--- src/rtl/led_pkg.sv ---
package led_pkg;
  typedef enum logic {
    LAMP_SINGLE = 1'b0,
    LAMP_DUAL   = 1'b1
  } lamp_mode_e;
endpackage

--- src/rtl/led_post_seq.sv ---
module led_post_seq
  import led_pkg::*;
#(
  parameter int POST_CYCLES = 16
) (
  input  logic       clk,
  input  logic       rst_n,
  input  logic       strap_in,
  output logic       post_active,
  output logic       strap_done,
  output lamp_mode_e mode
);
  localparam int CNT_W = $clog2(POST_CYCLES + 1);
  localparam logic [CNT_W-1:0] LAST = CNT_W'(POST_CYCLES - 1);

  logic [CNT_W-1:0] cnt_q, cnt_d;
  logic             act_q, act_d;
  logic             done_q, done_d;
  lamp_mode_e       mode_q, mode_d;

  always_comb begin
    cnt_d  = cnt_q;
    act_d  = act_q;
    done_d = done_q;
    mode_d = mode_q;
    if (!done_q) begin
      done_d = 1'b1;
      mode_d = lamp_mode_e'(strap_in);
    end
    if (act_q) begin
      if (cnt_q == LAST) act_d = 1'b0;
      else               cnt_d = cnt_q + 1'b1;
    end
  end

  always_ff @(posedge clk or negedge rst_n) begin
    if (!rst_n) begin
      cnt_q  <= '0;
      act_q  <= 1'b1;
      done_q <= 1'b0;
      mode_q <= LAMP_SINGLE;
    end else begin
      cnt_q  <= cnt_d;
      act_q  <= act_d;
      done_q <= done_d;
      mode_q <= mode_d;
    end
  end

  assign post_active = act_q;
  assign strap_done  = done_q;
  assign mode        = mode_q;
endmodule

--- src/rtl/led_blink_timer.sv ---
module led_blink_timer #(
  parameter int BLINK_HALF = 8
) (
  input  logic clk,
  input  logic rst_n,
  input  logic run,
  output logic half_tick,
  output logic phase
);
  localparam int PRE_W = (BLINK_HALF > 1) ? $clog2(BLINK_HALF) : 1;
  localparam logic [PRE_W-1:0] WRAP = PRE_W'(BLINK_HALF - 1);

  logic [PRE_W-1:0] pre_q, pre_d;
  logic             ph_q, ph_d;
  logic             tick;

  always_comb begin
    tick  = run && (pre_q == WRAP);
    pre_d = pre_q;
    ph_d  = ph_q;
    if (run) begin
      if (tick) begin
        pre_d = '0;
        ph_d  = ~ph_q;
      end else begin
        pre_d = pre_q + 1'b1;
      end
    end
  end

  always_ff @(posedge clk or negedge rst_n) begin
    if (!rst_n) begin
      pre_q <= '0;
      ph_q  <= 1'b0;
    end else begin
      pre_q <= pre_d;
      ph_q  <= ph_d;
    end
  end

  assign half_tick = tick;
  assign phase     = ph_q;
endmodule

--- src/rtl/led_port_lane.sv ---
module led_port_lane
  import led_pkg::*;
#(
  parameter int STRETCH_HALVES = 3
) (
  input  logic       clk,
  input  logic       rst_n,
  input  logic       post_active,
  input  lamp_mode_e mode,
  input  logic       half_tick,
  input  logic       phase,
  input  logic       link_up,
  input  logic       speed_100,
  input  logic       full_duplex,
  input  logic       activity_pulse,
  input  logic       collision_pulse,
  output logic       led_link_n,
  output logic       led_dup_n,
  output logic       led_speed_n
);
  localparam int HOLD_W = $clog2(STRETCH_HALVES + 1);
  localparam logic [HOLD_W-1:0] LOAD = HOLD_W'(STRETCH_HALVES);

  logic [HOLD_W-1:0] act_q, act_d;
  logic [HOLD_W-1:0] col_q, col_d;

  function automatic logic [HOLD_W-1:0] next_hold(
    input logic [HOLD_W-1:0] cur, input logic pulse, input logic tick);
    if (pulse)                  return LOAD;
    else if (tick && cur != '0) return cur - 1'b1;
    else                        return cur;
  endfunction

  always_comb begin
    act_d = next_hold(act_q, activity_pulse, half_tick);
    col_d = next_hold(col_q, collision_pulse, half_tick);
  end

  always_ff @(posedge clk or negedge rst_n) begin
    if (!rst_n) begin
      act_q <= '0;
      col_q <= '0;
    end else begin
      act_q <= act_d;
      col_q <= col_d;
    end
  end

  always_comb begin
    if (post_active) begin
      led_link_n  = 1'b0;
      led_dup_n   = 1'b0;
      led_speed_n = 1'b0;
    end else begin
      if (!link_up)          led_link_n = 1'b1;
      else if (act_q != '0)  led_link_n = phase;
      else                   led_link_n = 1'b0;

      if (col_q != '0)       led_dup_n = phase;
      else                   led_dup_n = ~full_duplex;

      if (mode == LAMP_DUAL && !link_up) led_speed_n = 1'b1;
      else                               led_speed_n = ~speed_100;
    end
  end
endmodule

--- src/rtl/port_led_drv.sv ---
module port_led_drv
  import led_pkg::*;
#(
  parameter int NPORTS         = 6,
  parameter int BLINK_HALF     = 1500000,
  parameter int POST_CYCLES    = 25000000,
  parameter int STRETCH_HALVES = 3
) (
  input  logic              clk,
  input  logic              rst_n,
  input  logic              colour_mode_strap,
  input  logic [NPORTS-1:0] link_up,
  input  logic [NPORTS-1:0] speed_100,
  input  logic [NPORTS-1:0] full_duplex,
  input  logic [NPORTS-1:0] activity_pulse,
  input  logic [NPORTS-1:0] collision_pulse,
  output logic [NPORTS-1:0] led_link_n,
  output logic [NPORTS-1:0] led_dup_n,
  output logic [NPORTS-1:0] led_speed_n
);
  logic       post_active;
  logic       strap_done;
  lamp_mode_e mode;
  logic       half_tick;
  logic       phase;

  led_post_seq #(.POST_CYCLES(POST_CYCLES)) u_post (
    .clk(clk), .rst_n(rst_n), .strap_in(colour_mode_strap),
    .post_active(post_active), .strap_done(strap_done), .mode(mode)
  );

  led_blink_timer #(.BLINK_HALF(BLINK_HALF)) u_blink (
    .clk(clk), .rst_n(rst_n), .run(~post_active),
    .half_tick(half_tick), .phase(phase)
  );

  for (genvar p = 0; p < NPORTS; p++) begin : g_lane
    led_port_lane #(.STRETCH_HALVES(STRETCH_HALVES)) u_lane (
      .clk(clk), .rst_n(rst_n),
      .post_active(post_active), .mode(mode),
      .half_tick(half_tick), .phase(phase),
      .link_up(link_up[p]), .speed_100(speed_100[p]),
      .full_duplex(full_duplex[p]),
      .activity_pulse(activity_pulse[p]),
      .collision_pulse(collision_pulse[p]),
      .led_link_n(led_link_n[p]), .led_dup_n(led_dup_n[p]),
      .led_speed_n(led_speed_n[p])
    );
  end
endmodule

--- config.mk ---
export PLATFORM = sky130hd
export DESIGN_NAME = port_led_drv
export DESIGN_NICKNAME = d
export VERILOG_FILES = /design/src/rtl/led_pkg.sv /design/src/rtl/led_post_seq.sv /design/src/rtl/led_blink_timer.sv /design/src/rtl/led_port_lane.sv /design/src/rtl/port_led_drv.sv
export SDC_FILE = /design/constraint.sdc
export NUM_CORES = 1
export LEC_CHECK = 0
export ABC_AREA = 1
export BUFFER_PORTS_ARGS = -buffer_cell sky130_fd_sc_hd__buf_2
export CAP_MARGIN = 10
export CORE_MARGIN = 5
export CORE_UTILIZATION = 39
export CTS_CLUSTER_DIAMETER = 50
export CTS_CLUSTER_SIZE = 28
export DETAILED_ROUTE_END_ITERATION = 10
export SLEW_MARGIN = 0
export SYNTH_ARGS = -nofsm -noshare
export SYNTH_HDL_FRONTEND = slang
export SYNTH_SLANG_ARGS = --single-unit
--- constraint.sdc ---
create_clock -name clk -period 1.8 [get_ports clk]
set_input_delay 0.45 -clock clk [delete_from_list [all_inputs] [get_ports clk]]
set_output_delay 0.45 -clock clk [all_outputs]
set_load 0.005 [all_outputs]
# After elaboration in Yosys (flattened, before gate mapping)
# Index checks and enable logic that the tools add are counted.
# word_totals
memories	0
ramBits	0
reg_bits	74
output_inout_bits	18
latch_bits	0
input_bits	33
rom_bits	0
# classes
n_mul	0
addsub	14
n_shift	0
div_mod_pow	0
bitwise_logic	15
n_eq_ne	2
n_lt_le_gt_ge	0
n_mux	69
reduce_logical	51
# ops
operator	n
2-to-1 mux 2 bit	24
nonzero test 2 bit	24
2-to-1 mux 1 bit	44
adder 25 x 1 -> 25 bit (second input constant)	1
== test 25 bit (second input constant)	1
subtractor 2 x 1 -> 2 bit (second input constant)	12
adder 21 x 1 -> 21 bit (second input constant)	1
== test 21 bit (second input constant)	1
2-to-1 mux 21 bit	1
logical AND 1 bit	19
NOT 1 bit	15
logical NOT 1 bit	6
AND reduction 2 bit	2

# Logic depth before layout (Yosys ltp)
# logic_depth
ltp_word	5
ltp_mapped	10
depth_no_buf	10

# Cells and area by module
# A second synthesis with hierarchy kept.
# hier_totals
cells_unflattened	668
area_unflattened_um2	4683.2
# modules_own_cells
module	area_each_um2	n_inst	seq_area_each_um2	cells_per_inst
led_post_seq	1714.1	1	701.9	241
led_port_lane	259.0	6	100.1	38
led_blink_timer	1411.4	1	550.5	198
port_led_drv	3.8	1	0.0	1

# Worst setup path before layout
# OpenSTA, ideal clock, no wires.
# synth_timing
path_type	reg2out
startpoint	reg u_post.act_q (netlist: u_post.post_active)
endpoint	out led_dup_n[0]
slack_ns	0.040
path_stages_with_launch	5
arrival_ns	1.310
path_cell_list	dfstp_2 -> clkbuf_1 -> buf_1 -> a211oi_1 -> buf_4
# synth_between
elab_chain_cells	1
# synth_rtl
item	line	rtl
start: declaration	led_post_seq.sv:17	logic act_q, act_d;
start signal: assignment	led_post_seq.sv:44	act_q <= act_d;
2-to-1 mux 1 bit	led_port_lane.sv:50	if (post_active) begin
end: declaration	port_led_drv.sv:18	output logic [NPORTS-1:0] led_dup_n,
# No other way between the ends.

# Worst setup path in the final report
# layout_timing
startpoint	reg u_post.act_q (netlist: u_post.post_active)
endpoint	out led_dup_n[2]
# Same word-level chain as after synthesis.

==> impl_metrics.json <==
{
  "portBuffers": 50,
  "slowest_stage": "dfstp_2",
  "synth_edf_count": 0,
  "die-area_mm2": 0.0150,
  "place_congestion": 0.892,
  "critPathBufInv": 2,
  "cts_root_buf": "clkbuf_16",
  "maxCapViolations": 0,
  "wl_per_cell_um": 12.3,
  "final_cell_mix": "222 x nand2_1, 84 x inv_1, 79 x nor2_1, 72 x dfrtp_1, 57 x nand3_1",
  "critical_path_class": "reg -> out",
  "placed_cells": 914,
  "power.share.sequential_pct": 48.3,
  "viasPerCell": 4.82,
  "fin_setup_tns_ns": 0,
  "grt_start_max_net_pins": 38,
  "hold_path.class": "in -> async",
  "start_util_pct": 39.3,
  "core_mm2": 0.0125,
  "synth.distinct_cells": 34,
  "p_int_w": 0.00269,
  "endpoint_kind": "output port",
  "finalSetupViolations": 0,
  "gr-total-overflow": 0,
  "grt_pass1_wl_mm": 19.2,
  "dr.first_iter.drc_count": 328,
  "status": "complete, no violations",
  "clkTransAtPathRegs_ns": 0.06,
  "place_hpwl_mm": 8.39,
  "fin_skew_ns": 0.00563,
  "netSwitchingFraction_pct": 22.3,
  "syn_to_final_growth_pct": 19.8,
  "ant_nets": 0,
  "rsz0062_at_grt": "true",
  "dr.pass1.iters": 5,
  "finalCriticalPeriod_ns": 1.77,
  "antenna_cells": 0,
  "avgSynthCellArea_um2": 6.91,
  "finalCoreUtilization_pct": 47.1,
  "worstPathMaxFanout": 14,
  "cts_tree": "yes",
  "fmax_ghz": 0.564,
  "ioPinCount": 51,
  "synth_top_cell_by_area": "dfrtp_1",
  "antenna_found_initial": 0,
  "critPathMaxStageDelay_ns": 0.61,
  "numCtsBuffers": 9,
  "drc": 0,
  "p_sw_w": 0.000771,
  "finalCritPeriodShare_pct": 98.5,
  "die_w_um": 122,
  "arrival_ns": 1.32,
  "ctsHtreeMaxLevel": 3,
  "num-nets-final": 822,
  "rows": 41,
  "p_comb_share_pct": 3.8,
  "ys_warn_count": 0,
  "synth_area_mm2": 0.00492,
  "leakagePower_nw": 2.88,
  "clock_sinks": 74,
  "synth_nets": 760,
  "max-vdd-ir-drop_mv": 0.295,
  "synth-seq-cells": 74,
  "finalHoldViolCount": 0,
  "drt-total-wl_mm": 11.7,
  "critical_path.top_delay_family": "flip-flops",
  "power_w": 0.00346,
  "grt_usage_pct": 15.7,
  "dominantRegCellSynth": "dfrtp_1",
  "final_common_cell": "nand2_1",
  "fin_cells": 952,
  "startpoint_type": "flop",
  "critical_path.cell_chain": "clkbuf_16 > a211oi_2 > buf_2",
  "via_count": 4589,
  "power_density_mw_per_mm2": 587,
  "async_flop_share_pct": 100,
  "layout-drive-gt1-share_pct": 21.7,
  "grt_pass1_vias": 4317,
  "synthCells": 713,
  "synth_top_area_share_pct": 37.1,
  "die-height_um": 122,
  "timing.hold.ws_ns": 0.0696,
  "cp.required_ns": 1.35,
  "clockBufferDepth": 2,
  "clock_latency_ns": 0.33,
  "maxSlewViolCount": 0,
  "netlist_top_cells_area": "dfrtp_1 37%, nand2_1 17%, inv_1 8.2%",
  "yosysSeqAreaShare_pct": 37.6,
  "clkPwrFrac_pct": 47.9
}
-- what timing repair did --
item | in CTS | in global routing
resized for setup | 23 | 31
hold buffers | 0 | 0
buffers inserted | 4 | 17
gates cloned | 0 | 1
setup endpoints to repair | 18 | 32
pin swaps | 10 | 10
-- cells by family after synthesis --
group | count (synthesis) | share of synthesized area [%]
other | 1 | 0.0762
buffers and inverters | 147 | 13.6
multiplexers | 1 | 0.229
AO/OA/AOI/OAI | 38 | 4.32
adder cells (fa/ha/maj) | 14 | 3.56
flip-flops | 74 | 37.6
AND/OR/NAND/NOR | 422 | 37.7
XOR/XNOR | 16 | 2.85
-- final cells by class --
class / count / area [um2]
Sequential cell: 74 / 1850
Fill cell: 1281 / 6620
Clock buffer: 11 / 243
Clock inverter: 5 / 30.0
Inverter: 113 / 424
Tap cell: 172 / 215
Multi-Input combinational cell: 492 / 2530
Timing Repair Buffer: 85 / 596
-- sequential cells by signal, summed over array words and instances, names as in the netlist --
signal,flops
u_post.mode,1
g_lane.u_lane.act_q,12
u_blink.pre_q,21
g_lane.u_lane.col_q,12
u_post.post_active,1
u_blink.phase,1
u_post.strap_done,1
u_post.cnt_q,25
-- through the flow --
step	worst slack (ns)	area, um2
6_report	0.0264	5900
2_1_floorplan	0.0401	4920
4_1_cts	-0.0162	5660
3_3_place_gp	0.179	5290
5_1_grt	-0.0322	5900
3_5_place_dp	0.129	5290
-- cells in the mapped netlist (2+ instances only) --
cell type  count
inv_2          6
nand2_2        2
nand3_1       57
o21ai_0       11
nor3_1         8
nor2_2         3
ha_1          14
buf_4         19
clkbuf_1       3
xnor2_1        5
nand2_1      222
nor2_1        81
a21oi_1       18
buf_1          3
buf_2          4
dfrtp_1       73
a211oi_1       6
xor2_1        11
inv_1        107
nand4_1       36
buf_6          4
nand3_2        8
-- worst register-to-register path: cells and delay by family (launching register included) --
family	cells	cell delay (ns)
AND/OR/NAND/NOR	6	0.79
buffers and inverters	1	0.34
flip-flops	1	0.43
-- power by group through the flow --
stage,sequential [W],combinational (W),clock [W]
after floorplan,0.00170,0.0000523,0
after global placement,0.00170,0.000129,0
after detailed placement,0.00170,0.000132,0
after CTS,0.00167,0.000133,0.00170
after global routing,0.00167,0.000151,0.00179
final,0.00167,0.000130,0.00166
-- final timing paths --
path,from,end,slack [ns],cells after the start
max,u_post.post_active,led_dup_n[2],0.03,3
min,rst_n,g_lane[4].u_lane.act_q[0],0.07,1
max reg2reg,u_blink.pre_q[10],g_lane[3].u_lane.act_q[0],0.11,7
min reg2reg,g_lane[0].u_lane.act_q[0],g_lane[0].u_lane.act_q[0],0.49,2
max in group asynchronous,rst_n,u_post.post_active,1.17,2
min in group clk,activity_pulse[5],g_lane[5].u_lane.act_q[1],0.34,3
-- metal layers --
layer	global-route usage [%]	up-vias	part of all wire, %
met5	0	-	0
met4	5.18	0	0.89
met3	2.95	6	4.5
met2	26.3	97	46
met1	20.5	2135	49
li1	-	2351	-
(Power assumes the default switching activity.)
